<file path="src/rtl/adc_cal_pkg.sv">
package adc_cal_pkg;

    localparam int SAMPLE_W  = 16;
    localparam int GAIN_W    = 16;
    localparam int GAIN_FRAC = 15;
    localparam int LIM_W     = 15;
    localparam int LATENCY   = 3;

    // sample + offset, one extra bit so the sum cannot wrap
    localparam int SUM_W  = SAMPLE_W + 1;
    // signed sum times zero-extended gain
    localparam int PROD_W = SUM_W + GAIN_W + 1;

    localparam logic [GAIN_W-1:0] GAIN_UNITY = GAIN_W'(1) << GAIN_FRAC;
    localparam logic [LIM_W-1:0]  LIM_RESET  = '1;
    localparam logic [PROD_W-1:0] ROUND_HALF = PROD_W'(1) << (GAIN_FRAC - 1);

    typedef struct packed {
        logic [GAIN_W-1:0]   gain;
        logic [SAMPLE_W-1:0] offset;
        logic [LIM_W-1:0]    limit;
    } cal_set_t;

    typedef struct packed {
        logic              valid;
        logic [SUM_W-1:0]  sum;
        logic [GAIN_W-1:0] gain;
        logic [LIM_W-1:0]  limit;
    } st1_t;

    typedef struct packed {
        logic              valid;
        logic [PROD_W-1:0] prod;
        logic [LIM_W-1:0]  limit;
    } st2_t;

    typedef struct packed {
        logic                valid;
        logic [SAMPLE_W-1:0] data;
    } st3_t;

endpackage

</file>
<file path="src/rtl/cal_shadow.sv">
module cal_shadow
    import adc_cal_pkg::*;
(
    input  logic     clk,
    input  logic     rst,
    input  logic     apply,
    input  cal_set_t cand,
    output cal_set_t active
);

    cal_set_t set_d, set_q;

    always_comb begin
        set_d = set_q;
        if (apply) begin
            set_d = cand;
        end
    end

    always_ff @(posedge clk) begin
        if (rst) begin
            set_q <= '{gain: GAIN_UNITY, offset: '0, limit: LIM_RESET};
        end else begin
            set_q <= set_d;
        end
    end

    assign active = set_q;

    // active set holds the documented defaults when reset is released
    a_r1_reset_set: assert property (@(posedge clk) disable iff (rst)
        $fell(rst) |-> (set_q.gain == GAIN_UNITY && set_q.offset == '0 && set_q.limit == LIM_RESET));

    // an apply loads all three candidates together
    a_r6_apply_loads: assert property (@(posedge clk) disable iff (rst)
        apply |=> (set_q == $past(cand)));

    // without an apply the active set is frozen
    a_r6_hold_no_apply: assert property (@(posedge clk) disable iff (rst)
        !apply |=> $stable(set_q));

endmodule

</file>
<file path="src/rtl/corr_scale.sv">
module corr_scale
    import adc_cal_pkg::*;
(
    input  logic                clk,
    input  logic                rst,
    input  logic                in_valid,
    input  logic [SAMPLE_W-1:0] in_sample,
    input  cal_set_t            cal,
    output st2_t                st2
);

    typedef struct packed {
        st1_t s1;
        st2_t s2;
    } scale_pipe_t;

    scale_pipe_t pipe_d, pipe_q;

    always_comb begin
        pipe_d = pipe_q;

        // stage 1: widen and add offset; gain and limit ride along
        pipe_d.s1.valid = in_valid;
        pipe_d.s1.sum   = SUM_W'($signed(in_sample)) + SUM_W'($signed(cal.offset));
        pipe_d.s1.gain  = cal.gain;
        pipe_d.s1.limit = cal.limit;

        // stage 2: signed sum times unsigned gain
        pipe_d.s2.valid = pipe_q.s1.valid;
        pipe_d.s2.prod  = PROD_W'($signed(pipe_q.s1.sum))
                        * PROD_W'($signed({1'b0, pipe_q.s1.gain}));
        pipe_d.s2.limit = pipe_q.s1.limit;
    end

    always_ff @(posedge clk) begin
        if (rst) begin
            pipe_q <= '0;
        end else begin
            pipe_q <= pipe_d;
        end
    end

    assign st2 = pipe_q.s2;

    // the gain travelling with a sample is the one active when it entered
    a_r7_gain_tracks_sample: assert property (@(posedge clk) disable iff (rst)
        in_valid |=> (pipe_q.s1.gain == $past(cal.gain)));

    // the limit travelling with a sample is the one active when it entered
    a_r7_limit_tracks_sample: assert property (@(posedge clk) disable iff (rst)
        in_valid |=> (pipe_q.s1.limit == $past(cal.limit)));

endmodule

</file>
<file path="src/rtl/corr_clamp.sv">
module corr_clamp
    import adc_cal_pkg::*;
(
    input  logic                clk,
    input  logic                rst,
    input  st2_t                st2,
    output logic                out_valid,
    output logic [SAMPLE_W-1:0] out_sample
);

    st3_t s3_d, s3_q;

    logic signed [PROD_W-1:0] biased;
    logic signed [PROD_W-1:0] shifted;
    logic signed [PROD_W-1:0] lim_hi;
    logic signed [PROD_W-1:0] lim_lo;
    logic signed [PROD_W-1:0] clipped;

    always_comb begin
        // round half up, then drop the fraction bits
        biased  = $signed(st2.prod + ROUND_HALF);
        shifted = biased >>> GAIN_FRAC;

        // symmetric clamp
        lim_hi = $signed(PROD_W'(st2.limit));
        lim_lo = -lim_hi;
        if (shifted > lim_hi) begin
            clipped = lim_hi;
        end else if (shifted < lim_lo) begin
            clipped = lim_lo;
        end else begin
            clipped = shifted;
        end

        s3_d.valid = st2.valid;
        s3_d.data  = SAMPLE_W'(clipped);
    end

    always_ff @(posedge clk) begin
        if (rst) begin
            s3_q <= '0;
        end else begin
            s3_q <= s3_d;
        end
    end

    assign out_valid  = s3_q.valid;
    assign out_sample = s3_q.data;

    // every valid output lies inside the limit carried with it
    a_r5_within_limit: assert property (@(posedge clk) disable iff (rst)
        s3_q.valid |->
            (($signed(s3_q.data) <= $signed({1'b0, $past(st2.limit)})) &&
             ($signed(s3_q.data) >= -$signed({1'b0, $past(st2.limit)}))));

endmodule

</file>
<file path="src/rtl/adc_cal_corrector.sv">
module adc_cal_corrector
    import adc_cal_pkg::*;
(
    input  logic                clk,
    input  logic                rst,
    input  logic                in_valid,
    input  logic [SAMPLE_W-1:0] in_sample,
    input  logic [GAIN_W-1:0]   cfg_gain,
    input  logic [SAMPLE_W-1:0] cfg_offset,
    input  logic [LIM_W-1:0]    cfg_limit,
    input  logic                cal_apply,
    output logic                out_valid,
    output logic [SAMPLE_W-1:0] out_sample
);

    cal_set_t cand_set;
    cal_set_t active_set;
    st2_t     scaled;

    assign cand_set = '{gain: cfg_gain, offset: cfg_offset, limit: cfg_limit};

    cal_shadow u_shadow (
        .clk    (clk),
        .rst    (rst),
        .apply  (cal_apply),
        .cand   (cand_set),
        .active (active_set)
    );

    corr_scale u_scale (
        .clk       (clk),
        .rst       (rst),
        .in_valid  (in_valid),
        .in_sample (in_sample),
        .cal       (active_set),
        .st2       (scaled)
    );

    corr_clamp u_clamp (
        .clk        (clk),
        .rst        (rst),
        .st2        (scaled),
        .out_valid  (out_valid),
        .out_sample (out_sample)
    );

    // edges since reset release, saturating at the pipeline depth
    logic [1:0] settle_d, settle_q;

    always_comb begin
        settle_d = settle_q;
        if (settle_q != 2'(LATENCY)) begin
            settle_d = settle_q + 2'd1;
        end
    end

    always_ff @(posedge clk) begin
        if (rst) begin
            settle_q <= '0;
        end else begin
            settle_q <= settle_d;
        end
    end

    // valid emerges exactly three edges after it enters
    a_r8_valid_latency: assert property (@(posedge clk) disable iff (rst)
        (settle_q == 2'(LATENCY)) |-> (out_valid == $past(in_valid, 3)));

    // outputs are quiet on the first edge after reset
    a_r1_quiet_after_reset: assert property (@(posedge clk) disable iff (rst)
        $fell(rst) |-> (!out_valid && out_sample == '0));

endmodule

</file>
<file path="config.mk">
export PLATFORM = sky130hd
export DESIGN_NAME = adc_cal_corrector
export DESIGN_NICKNAME = d
export VERILOG_FILES = /design/src/rtl/adc_cal_pkg.sv /design/src/rtl/cal_shadow.sv /design/src/rtl/corr_scale.sv /design/src/rtl/corr_clamp.sv /design/src/rtl/adc_cal_corrector.sv
export SDC_FILE = /design/constraint.sdc
export NUM_CORES = 1
export LEC_CHECK = 0
export BUFFER_PORTS_ARGS = -buffer_cell sky130_fd_sc_hd__buf_2
export CORE_MARGIN = 2
export CORE_UTILIZATION = 50
export CTS_CLUSTER_SIZE = 8
export DETAILED_ROUTE_END_ITERATION = 10
export GPL_ROUTABILITY_DRIVEN = 1
export PLACE_DENSITY = 0.76
export SYNTH_ARGS = -nofsm -noshare
export SYNTH_HDL_FRONTEND = slang
export SYNTH_SLANG_ARGS = --single-unit
export TNS_END_PERCENT = 1
</file>
<file path="constraint.sdc">
create_clock -name clk -period 15.6 [get_ports clk]
set_clock_uncertainty 0.15 [all_clocks]
set_input_delay 2.34 -clock clk [delete_from_list [all_inputs] [get_ports clk]]
set_output_delay 2.34 -clock clk [all_outputs]
set_load 0.03 [all_outputs]
</file>
==> results.cfg <==
[status]
outcome = completed

[floorplan]
die_h_um = 190
initial_core_util_pct = 50.4
dieArea_sq_um = 36100
coreArea_sq_um = 34300
die_x_um = 190
ioPinCount = 84
rows = 68

[layout]
fillers = 2998
final_nets = 2429
drive_above_1_share_pct = 7.04
seq_area_sq_um = 2980
areaGrowthSynthToFinish_pct = 7.55
final_util_pct = 54.2
finalNonFillerCells = 2402
multi_input_area_sq_um = 12600
n_antenna_cell = 0
final_area_sq_um = 18600

[clocking]
path_clk_slew_ps = 80
cts_tree = built
htreeDepth = 4
postCtsSetupBuffers = 0
clock_latency_ps = 430
cts-buffers-inserted = 17
cts_sinks = 149
cts_root_buf = clkbuf_16
cts_resized = 0
clockBufferDepth = 2
cts_hold_buf = 0

[synth]
syn_inst = 1908
yosysSeqAreaShare_pct = 17.3
netlist.area_leader.share_pct = 32.2
syn_nets = 2403
synth_edf_count = 0
synth_area_sq_um = 17300
synth_seq_cells = 149
synth_flop_cell = dfxtp_1
netlist_top_cells_area = fa_1 32%, dfxtp_1 17%, ha_1 11%
avgSynthCellArea_sq_um = 9.05
async_flop_share_pct = 0
yosysTopAreaCell = fa_1
yosysWarnings = 0
ys_types = 58

[sta]
fmax_ghz = 0.140
setup_viol = 0
rsz0062_at_grt = no
hold_viol_final = 0
post-route-period-util_pct = 45.7
maxSlewHeadroom_pct = 28.0
final_max_slew_viol_count = 0
finalSetupTns_ps = 0
worstMarginPinSlew_ps = 1080
period_minus_slack_ps = 7130

[drt]
vias = 12800
drtAntennaViolNets = 0
drt_pass1_iterations = 5
drt_iter0_drc = 793
wire_per_inst_um = 16.7
drc_errors = 0
avgViaCountPerCell = 5.34
postRouteWirelength_um = 40100

[placement]
dp_cells = 2370
place_area_sq_um = 18000
place_congestion = 0.928
place_hpwl_um = 31900
port_buffers = 83

[global_route]
met2_usage_pct = 38.0
overflow = 0
use_met3_pct = 4.46
grt_pass1_vias = 13600
grt_util_met1_pct = 31.4
top_usage_layer = met2
grt_max_degree = 99
groute.usage.overall_pct = 23.4
grt_pass1_wl_um = 67100
antenna_found_initial = 0

[worst_setup_path]
crit_slowest_cell = fa_1
r2r_slack_ps = 8470
crit_required_ps = 15750
r2r_start = u_scale.pipe_q[68]
crit_top_cell = fa_1
slowest_delay_ps = 750
path_cells = nand2_1, fa_1, fa_1, inv_1, fa_1, fa_1, fa_1, inv_1, fa_1, inv_1, ha_1, a21oi_1, o21ai_0, or3_1, nor3_1, o311ai_0, o31ai_1, xnor2_1, nor2_1
cp-end-kind = register
worstPathArrival_ps = 7280
cp-start-kind = register
ff2ff_path_depth = 19
critPathKind = register to register
cp_max_fo = 17
r2r-end = u_scale.st2[48]

[power_and_ir_drop]
leakage_nw = 9.40
p_per_area_nw_per_um2 = 80.4
vdd_drop_max_uv = 81.7
totalPowerFinal_w = 0.00149

[worst_hold_path]
hold_depth = 1
hold_path_class = register to register
hold_start = u_scale.pipe_d[11]
min_to = u_scale.st2[11]

[flow_run]
maxCapViolations = 0
## area by class of cell
cell class / instances / area share [%]
multi-input combinational: 1310 / 67.8
sequential: 149 / 16.1
inverter: 367 / 7.41
clock buffer: 17 / 2.29
clock inverter: 15 / 0.929
tap: 455 / 3.06
timing repair buffer: 89 / 2.49
## synth_stat cells, types with 28 or more instances
cell,count
and2_1,111
inv_1,366
fa_1,278
xnor2_1,44
nor2b_1,55
mux2i_1,48
clkbuf_1,68
nor2_1,103
a21oi_1,41
ha_1,150
nand2_1,216
nor3_1,31
nand4_1,28
dfxtp_1,149
## power by group
part	total (W)	internal [W]	leakage (nW)	switching [W]
clock network	0.000416	0.000218	0.295	0.000198
logic	0.000586	0.000226	7.87	0.000360
registers	0.000492	0.000430	1.23	0.0000620
total	0.00149	0.000873	9.40	0.000621
## worst max-delay path by stage
stage	startpoint	endpoint	slack [ps]	depth (start not counted)
2_1_floorplan	u_scale.pipe_q[97]	u_scale.st2[48]	9190	20
3_3_place_gp	u_scale.pipe_q[67]	u_scale.st2[48]	8690	19
3_5_place_dp	u_scale.pipe_q[67]	u_scale.st2[48]	8570	19
4_1_cts	u_scale.pipe_q[68]	u_scale.st2[48]	8530	19
5_1_grt	u_scale.pipe_q[67]	u_scale.st2[48]	8010	19
6_report	u_scale.pipe_q[68]	u_scale.st2[48]	8470	19
## logic make-up after synthesis
group	after synthesis	synth area share (%)
and+or+nand+nor	613	17.5
buffers and inverters	449	9.86
adders and majority gates	428	43.1
AOI/OAI and AO/OA	154	6.08
DFF	149	17.3
xor gates and xnor gates	66	3.35
muxes	49	2.85
## flip-flops by register name (all words and copies together), names as in the netlist
signal	flops
u_scale.pipe_d	16
u_scale.pipe_q	33
u_clamp.out_valid	1
u_scale.st2	36
u_clamp.out_sample	16
u_shadow.active	47
## critical path: cells and delay by family (launching register included)
kind | cells | cell delay, ps
compound gates | 4 | 1000
xor+xnor | 1 | 160
fa+ha+maj | 7 | 3630
buf+inv | 3 | 380
flops | 1 | 700
simple gates | 4 | 970
## cells in the final DEF (no fill, tap or decap), types with 6 or more instances in the layout
cell / n
a32oi_1: 9
buf_4: 7
a21o_1: 16
nand2b_1: 9
and2_1: 111
nand4_1: 28
or3_1: 8
xnor2_1: 44
and3_1: 15
o21ai_0: 24
buf_2: 82
nand3_1: 15
nor2_1: 103
nand2_1: 216
nor3_1: 31
a211oi_1: 6
dfxtp_1: 149
xor2_1: 22
a21oi_1: 41
ha_1: 150
inv_8: 6
mux2i_1: 48
nor2b_1: 55
fa_1: 278
inv_1: 366
o311ai_0: 13
clkbuf_16: 17
## layer usage
layer  wire length, um  vias to the layer above
met5                 0                        -
met4              1300                        0
met1             17400                     6251
met3              2930                      100
met2             18400                      487
li1                  -                     5987
## per-stage QoR
| stage | hold WS (ps) | setup WS (ps) |
|---|---|---|
| after floorplan | 264 | 9190 |
| after global placement | 269 | 8690 |
| after detailed placement | 274 | 8570 |
| after CTS | 287 | 8530 |
| after global routing | 299 | 8010 |
| final | 286 | 8470 |
Note: power is estimated with default switching activity, not from simulation.
